[src/rtl/framer_pkg.sv]
package framer_pkg;
  localparam int BYTE_W = 8;

  typedef enum logic [1:0] {ST_IDLE, ST_LENW, ST_SEND} fr_state_t;
  typedef enum logic [2:0] {SEG_PRE, SEG_SYNC, SEG_LEN, SEG_PAY, SEG_CRC} fr_seg_t;

  // one byte into a CRC-16, MSB first, non-reflected
  function automatic logic [15:0] crc16_step(input logic [15:0] c,
                                             input logic [7:0]  d,
                                             input logic [15:0] poly);
    logic [15:0] r;
    logic        fb;
    r = c;
    for (int i = 7; i >= 0; i--) begin
      fb = r[15] ^ d[i];
      r  = {r[14:0], 1'b0};
      if (fb) r = r ^ poly;
    end
    return r;
  endfunction

  // x^9 + x^5 + 1, output taken from bit 0
  function automatic logic [8:0] pn9_next(input logic [8:0] s);
    return {s[0] ^ s[5], s[8:1]};
  endfunction
endpackage

[src/rtl/pn9_whitener.sv]
module pn9_whitener
  import framer_pkg::*;
#(
  parameter logic [8:0] SEED = 9'h1FF
) (
  input  logic clk,
  input  logic rst_n,
  input  logic seed,
  input  logic step,
  output logic pn_bit
);
  logic [8:0] lfsr;

  always_ff @(posedge clk or negedge rst_n) begin
    if (!rst_n)    lfsr <= SEED;
    else if (seed) lfsr <= SEED;
    else if (step) lfsr <= pn9_next(lfsr);
  end

  assign pn_bit = lfsr[0];

  AST_PN_ALIVE: assert property (@(posedge clk) disable iff (!rst_n)
    lfsr != 9'd0);
  AST_PN_SEEDED: assert property (@(posedge clk) disable iff (!rst_n)
    seed |=> lfsr == SEED);
endmodule

[src/rtl/crc_accum.sv]
module crc_accum
  import framer_pkg::*;
#(
  parameter logic [15:0] POLY = 16'h8005,
  parameter logic [15:0] INIT = 16'hFFFF
) (
  input  logic        clk,
  input  logic        rst_n,
  input  logic        clr,
  input  logic        upd,
  input  logic [7:0]  din,
  output logic [15:0] crc
);
  always_ff @(posedge clk or negedge rst_n) begin
    if (!rst_n)     crc <= INIT;
    else if (clr)   crc <= INIT;
    else if (upd)   crc <= crc16_step(crc, din, POLY);
  end

  AST_CRC_CLEAR: assert property (@(posedge clk) disable iff (!rst_n)
    clr |=> crc == INIT);
  AST_CRC_HOLD: assert property (@(posedge clk) disable iff (!rst_n)
    (!clr && !upd) |=> $stable(crc));
endmodule

[src/rtl/pkt_tx_framer.sv]
module pkt_tx_framer
  import framer_pkg::*;
#(
  parameter int          LEN_W       = 8,
  parameter int          PRE_BYTES   = 4,
  parameter logic [7:0]  PRE_PATTERN = 8'hAA,
  parameter logic [15:0] CRC_POLY    = 16'h8005,
  parameter logic [15:0] CRC_INIT    = 16'hFFFF,
  parameter logic [8:0]  PN_SEED     = 9'h1FF
) (
  input  logic             clk,
  input  logic             rst_n,
  input  logic             start,
  input  logic             cfg_var_len,
  input  logic [LEN_W-1:0] cfg_pkt_len,
  input  logic [15:0]      cfg_sync,
  input  logic             cfg_crc_en,
  input  logic             cfg_white_en,
  input  logic [7:0]       in_data,
  input  logic             in_valid,
  output logic             in_ready,
  output logic             bit_out,
  output logic             bit_stb,
  output logic             busy,
  output logic             err_len,
  output logic             err_underflow
);
  localparam logic [LEN_W-1:0] CNT_ONE  = LEN_W'(1);
  localparam logic [LEN_W-1:0] PRE_LAST = LEN_W'(PRE_BYTES - 1);

  fr_state_t        state;
  fr_seg_t          seg, nxt_seg;
  logic [LEN_W-1:0] cnt, nxt_cnt, len_q, pkt_len_q;
  logic [7:0]       sh, nxt_byte;
  logic [2:0]       bidx;
  logic             var_q, crc_en_q, white_q;
  logic [15:0]      sync_q;

  // named internal events
  logic        bit_last, need_fetch, load_len, pkt_end, fetch_miss;
  logic        white_on, crc_upd, pn_bit;
  logic [7:0]  crc_din;
  logic [15:0] crc_val;
  logic        len_bad;

  assign bit_last = (state == ST_SEND) && (bidx == 3'd7);

  // what comes after the byte now being shifted
  always_comb begin
    nxt_seg    = seg;
    nxt_cnt    = cnt + CNT_ONE;
    nxt_byte   = 8'h00;
    need_fetch = 1'b0;
    load_len   = 1'b0;
    pkt_end    = 1'b0;
    unique case (seg)
      SEG_PRE: begin
        if (cnt == PRE_LAST) begin
          nxt_seg  = SEG_SYNC;
          nxt_cnt  = '0;
          nxt_byte = sync_q[15:8];
        end else begin
          nxt_byte = PRE_PATTERN;
        end
      end
      SEG_SYNC: begin
        if (cnt == '0) begin
          nxt_byte = sync_q[7:0];
        end else if (var_q) begin
          nxt_seg  = SEG_LEN;
          nxt_cnt  = '0;
          nxt_byte = len_q[7:0];
          load_len = 1'b1;
        end else begin
          nxt_seg    = SEG_PAY;
          nxt_cnt    = '0;
          need_fetch = 1'b1;
        end
      end
      SEG_LEN: begin
        nxt_seg    = SEG_PAY;
        nxt_cnt    = '0;
        need_fetch = 1'b1;
      end
      SEG_PAY: begin
        if (cnt == len_q - CNT_ONE) begin
          if (crc_en_q) begin
            nxt_seg  = SEG_CRC;
            nxt_cnt  = '0;
            nxt_byte = crc_val[15:8];
          end else begin
            pkt_end = 1'b1;
          end
        end else begin
          need_fetch = 1'b1;
        end
      end
      SEG_CRC: begin
        if (cnt == '0) nxt_byte = crc_val[7:0];
        else           pkt_end  = 1'b1;
      end
      default: pkt_end = 1'b1;
    endcase
    if (need_fetch) nxt_byte = in_data;
  end

  assign fetch_miss = bit_last && need_fetch && !in_valid;
  assign in_ready   = (state == ST_LENW) || (bit_last && need_fetch);
  assign len_bad    = (in_data[LEN_W-1:0] == '0) || (in_data[LEN_W-1:0] > pkt_len_q);
  assign white_on   = (state == ST_SEND) && white_q &&
                      (seg == SEG_LEN || seg == SEG_PAY || seg == SEG_CRC);
  assign crc_upd    = bit_last && ((need_fetch && in_valid) || load_len);
  assign crc_din    = need_fetch ? in_data : len_q[7:0];

  assign bit_stb = (state == ST_SEND);
  assign bit_out = bit_stb ? (sh[7] ^ (white_on & pn_bit)) : 1'b0;
  assign busy    = (state != ST_IDLE);

  pn9_whitener #(.SEED(PN_SEED)) u_pn (
    .clk    (clk),
    .rst_n  (rst_n),
    .seed   (state != ST_SEND),
    .step   (white_on),
    .pn_bit (pn_bit)
  );

  crc_accum #(.POLY(CRC_POLY), .INIT(CRC_INIT)) u_crc (
    .clk   (clk),
    .rst_n (rst_n),
    .clr   (state == ST_IDLE),
    .upd   (crc_upd),
    .din   (crc_din),
    .crc   (crc_val)
  );

  always_ff @(posedge clk or negedge rst_n) begin
    if (!rst_n) begin
      state         <= ST_IDLE;
      seg           <= SEG_PRE;
      cnt           <= '0;
      len_q         <= '0;
      pkt_len_q     <= '0;
      sh            <= '0;
      bidx          <= '0;
      var_q         <= 1'b0;
      crc_en_q      <= 1'b0;
      white_q       <= 1'b0;
      sync_q        <= '0;
      err_len       <= 1'b0;
      err_underflow <= 1'b0;
    end else begin
      err_len       <= 1'b0;
      err_underflow <= 1'b0;
      unique case (state)
        ST_IDLE: begin
          if (start) begin
            var_q     <= cfg_var_len;
            crc_en_q  <= cfg_crc_en;
            white_q   <= cfg_white_en;
            sync_q    <= cfg_sync;
            pkt_len_q <= cfg_pkt_len;
            if (cfg_var_len) begin
              state <= ST_LENW;
            end else if (cfg_pkt_len == '0) begin
              err_len <= 1'b1;
            end else begin
              state <= ST_SEND;
              seg   <= SEG_PRE;
              cnt   <= '0;
              sh    <= PRE_PATTERN;
              bidx  <= '0;
              len_q <= cfg_pkt_len;
            end
          end
        end
        ST_LENW: begin
          if (in_valid) begin
            if (len_bad) begin
              err_len <= 1'b1;
              state   <= ST_IDLE;
            end else begin
              state <= ST_SEND;
              seg   <= SEG_PRE;
              cnt   <= '0;
              sh    <= PRE_PATTERN;
              bidx  <= '0;
              len_q <= in_data[LEN_W-1:0];
            end
          end
        end
        ST_SEND: begin
          if (bidx != 3'd7) begin
            sh   <= {sh[6:0], 1'b0};
            bidx <= bidx + 3'd1;
          end else if (fetch_miss) begin
            err_underflow <= 1'b1;
            state         <= ST_IDLE;
          end else if (pkt_end) begin
            state <= ST_IDLE;
          end else begin
            seg  <= nxt_seg;
            cnt  <= nxt_cnt;
            sh   <= nxt_byte;
            bidx <= '0;
          end
        end
        default: state <= ST_IDLE;
      endcase
    end
  end

  AST_REJECT_SILENT: assert property (@(posedge clk) disable iff (!rst_n)
    err_len |-> !bit_stb);
  AST_UFLOW_STOP: assert property (@(posedge clk) disable iff (!rst_n)
    err_underflow |-> (!bit_stb && !busy));
  AST_FETCH_CONTIG: assert property (@(posedge clk) disable iff (!rst_n)
    (in_ready && in_valid && bit_stb) |=> bit_stb);
  AST_STB_BUSY: assert property (@(posedge clk) disable iff (!rst_n)
    bit_stb |-> busy);
  AST_START_IGNORED: assert property (@(posedge clk) disable iff (!rst_n)
    (start && busy) |=> $stable({var_q, crc_en_q, white_q, sync_q, pkt_len_q}));
  AST_ERR_EXCL: assert property (@(posedge clk) disable iff (!rst_n)
    !(err_len && err_underflow));
endmodule

[config.mk]
export PLATFORM = sky130hd
export DESIGN_NAME = pkt_tx_framer
export DESIGN_NICKNAME = d
export VERILOG_FILES = /design/src/rtl/framer_pkg.sv /design/src/rtl/pn9_whitener.sv /design/src/rtl/crc_accum.sv /design/src/rtl/pkt_tx_framer.sv
export SDC_FILE = /design/constraint.sdc
export NUM_CORES = 1
export LEC_CHECK = 0
export BUFFER_PORTS_ARGS = -buffer_cell sky130_fd_sc_hd__buf_2
export CAP_MARGIN = 20
export CORE_MARGIN = 1.5
export CORE_UTILIZATION = 25
export DETAILED_ROUTE_END_ITERATION = 6
export PLACE_DENSITY = 0.51
export SLEW_MARGIN = 10
export SYNTH_ARGS = -nofsm -noshare
export SYNTH_HDL_FRONTEND = slang
export SYNTH_SLANG_ARGS = --single-unit
export TNS_END_PERCENT = 1
[constraint.sdc]
create_clock -name clk -period 8.75 [get_ports clk]
set_input_delay 0.875 -clock clk [delete_from_list [all_inputs] [get_ports clk]]
set_output_delay 0.875 -clock clk [all_outputs]
set_load 0.005 [all_outputs]
==> results.toml <==
[timing]
fin_skew_ps = 12.1
drv_slew = 0
setup_ws_ps = 5000
rsz0062_at_grt = "false"
min_period_over_period_pct = 42.9
tns_ps = 0
min_period_ps = 3750
hold_viol_final = 0
relSlewSlack_pct = 51.5
tightest_slew_ps = 726
clock.fmax_mhz = 266
setup_viol = 0

[logic_synthesis]
ys_warn_count = 0
avgSynthCellArea_um2 = 9.53
syn_inst = 542
synth_ff_type = "dfrtp_1"
synth-edff-count = 0
syn_area_mm2 = 0.00516
ys_ff_latch = 86
ys_seq_area_share_pct = 42.3
syn-num-nets = 594
synth_cell_types = 61
async_flop_share_pct = 100

[power]
p_leak_nw = 2.54
irDropWorstVdd_uv = 314
p_per_area_mw_per_mm2 = 373

[run_status]
run_status = "finished clean"

[die]
ios = 45
die_w_um = 147
die_y_um = 147
core_mm2 = 0.0202
die_area_mm2 = 0.0215
start_util_pct = 25.5
rows = 52

[cts]
htreeDepth = 3
post-cts-setup-buffer-count = 0
clk_latency_ps = 360
numCtsBuffers = 9
clock-sinks = 86
ctsHoldBuffers = 0
clockBufferDepth = 2
cts_tree = "built"
clk_pin_slew_ps = 70
cts.root.buffer_cell = "clkbuf_16"
cts_resized = 0

[route]
via_count = 4179
drtIter0Drc = 218
vias_per_cell = 4.89
ant_nets = 0
avgRoutedWirePerCell_um = 16.8
route.detailed.drc = 0
drt-pass1-iter-count = 5
routed_wl_mm = 14.4

[critical_path]
path_buf_inv = 1
r2r_end = "cnt[3]$_DFFE_PN0P_"
critPathMaxStageDelay_ps = 570
critPathKind = "reg -> reg"
crit_chain = "inv_1 > ha_1 > xnor2_1 > a2111oi_4 > o211ai_1 > a21oi_1 > or3_1 > nand4_1 > or2_2 > o31ai_1"
r2r_start = "len_q[0]$_DFFE_PN0P_"
critPathCaptureType = "flip-flop"
critical-path-top-delay-family = "simple AND/OR/NAND/NOR gates"
slowest_stage = "or2_2"
cp.required_ps = 9000
worstPathMaxFanout = 14
cp_data_arrival_time_ps = 4000
ff2ff_path_depth = 10
startpoint_type = "flip-flop"
reg2reg_slack_ps = 5000

[global_route]
antenna_found_initial = 0
grt-ovfl-total = 0
grt_pass1_wl_mm = 23.2
grt_usage_pct = 13.9
grt_max_degree = 50
first_global_vias = 4154

[cells_and_area]
area_growth_pct = 15.5
diodes = 0
drive_above_1_share_pct = 21.9
fill_cells = 2113
nNetsFinal = 632

[placed_design]
io_buffers = 44
routabilityCongestion = 0.858
dp_hpwl_mm = 11.0
place_ws_ps = 5010

[min_path]
hp-class = "in -> async"

[run]
max_cap_viol_count = 0
## routing by layer
metal  up-vias  track usage, %  share of wire, %
met4         0            5.25               2.6
met3        26            2.64               3.3
met2        80            22.3                47
met1      2062            18.5                47
met5         -               0                 0
li1       2011               -                 -
## flip-flops by register name, summed over array words and instances (netlist names)
signal         count
len_q              8
cnt                8
sync_q            16
seg                3
err_len            1
bidx               3
u_crc.crc         16
state              2
crc_en_q           1
err_underflow      1
var_q              1
white_q            1
u_pn.lfsr          9
sh                 8
pkt_len_q          8
## per-stage QoR
stage	hold slack [ps]	std cells	area [um2]	power, mW	utilization (%)
5_1_grt	514	855	5960	2.38	29.5
4_1_cts	489	854	5960	2.24	29.4
3_3_place_gp	456	837	5670	1.84	28.0
3_5_place_dp	473	838	5680	1.86	28.0
6_report	491	855	5960	2.22	29.5
2_1_floorplan	443	542	5160	1.60	-
## synth_stat cells, drive strengths merged, types with 8 or more instances
cell     n  area (um2)
a21oi   29         145
buf      8        50.1
clkbuf  20        75.1
dfrtp   61        1530
dfstp   25         657
ha      13         163
inv     24        90.1
mux2    19         214
mux2i   21         210
nand2   67         262
nand2b  18         113
nand3   10        50.1
nor2    30         115
nor3    16        80.1
nor4     8        80.1
o21ai   61         305
xnor2   20         183
xor2    12         113
## how the worst max path moves through the flow
stage | start | end | cells after the start
2_1_floorplan | len_q[3]$_DFFE_PN0P_ | u_crc.crc[15]$_DFFE_PN1P_ | 11
3_3_place_gp | in_data[1] | sh[7]$_DFFE_PN0P_ | 11
3_5_place_dp | in_data[1] | cnt[3]$_DFFE_PN0P_ | 11
4_1_cts | len_q[0]$_DFFE_PN0P_ | in_ready | 8
5_1_grt | len_q[0]$_DFFE_PN0P_ | seg[0]$_DFFE_PN0P_ | 12
6_report | len_q[0]$_DFFE_PN0P_ | cnt[3]$_DFFE_PN0P_ | 10
## report_power, final
part / switching, mW / internal, mW
sequential: 0.175 / 0.580
clock: 0.171 / 0.196
combinational: 0.554 / 0.546
## cell usage in the layout, fill, tap and decap left out, types with 4 or more instances in the layout
master	n
a21oi_1	29
a221o_1	5
a221oi_1	5
a222oi_1	4
a22oi_1	6
and3_1	4
buf_2	43
buf_4	11
clkbuf_16	9
dfrtp_1	61
dfstp_2	25
ha_1	13
inv_1	24
mux2_2	19
mux2i_1	21
nand2_1	65
nand2b_1	18
nand3_1	10
nand4_1	6
nor2_1	29
nor2b_1	6
nor3_1	16
nor4_1	6
o211ai_1	4
o21ai_0	60
o31ai_1	4
xnor2_1	19
xor2_1	11
## area by class of cell
type                            instances  area (um2)  area share, %
Clock buffer                            9         225           3.78
Clock inverter                          7        56.3          0.944
Inverter                               24        90.1           1.51
Multi-Input combinational cell        404        2770           46.4
Sequential cell                        86        2180           36.6
Tap cell                              270         338           5.66
Timing Repair Buffer                   55         305           5.12
## logic make-up (layout without fill, tap and decap cells)
group	Yosys count	count (layout)	share of synthesized area (%)
simple gates	173	173	16.5
fa+ha+maj	13	13	3.15
buf+inv	52	95	4.17
xor+xnor	36	36	7.51
mux	40	40	8.21
flops	86	86	42.3
compound gates	142	142	18.1
Power figures use the tool's default switching activity.
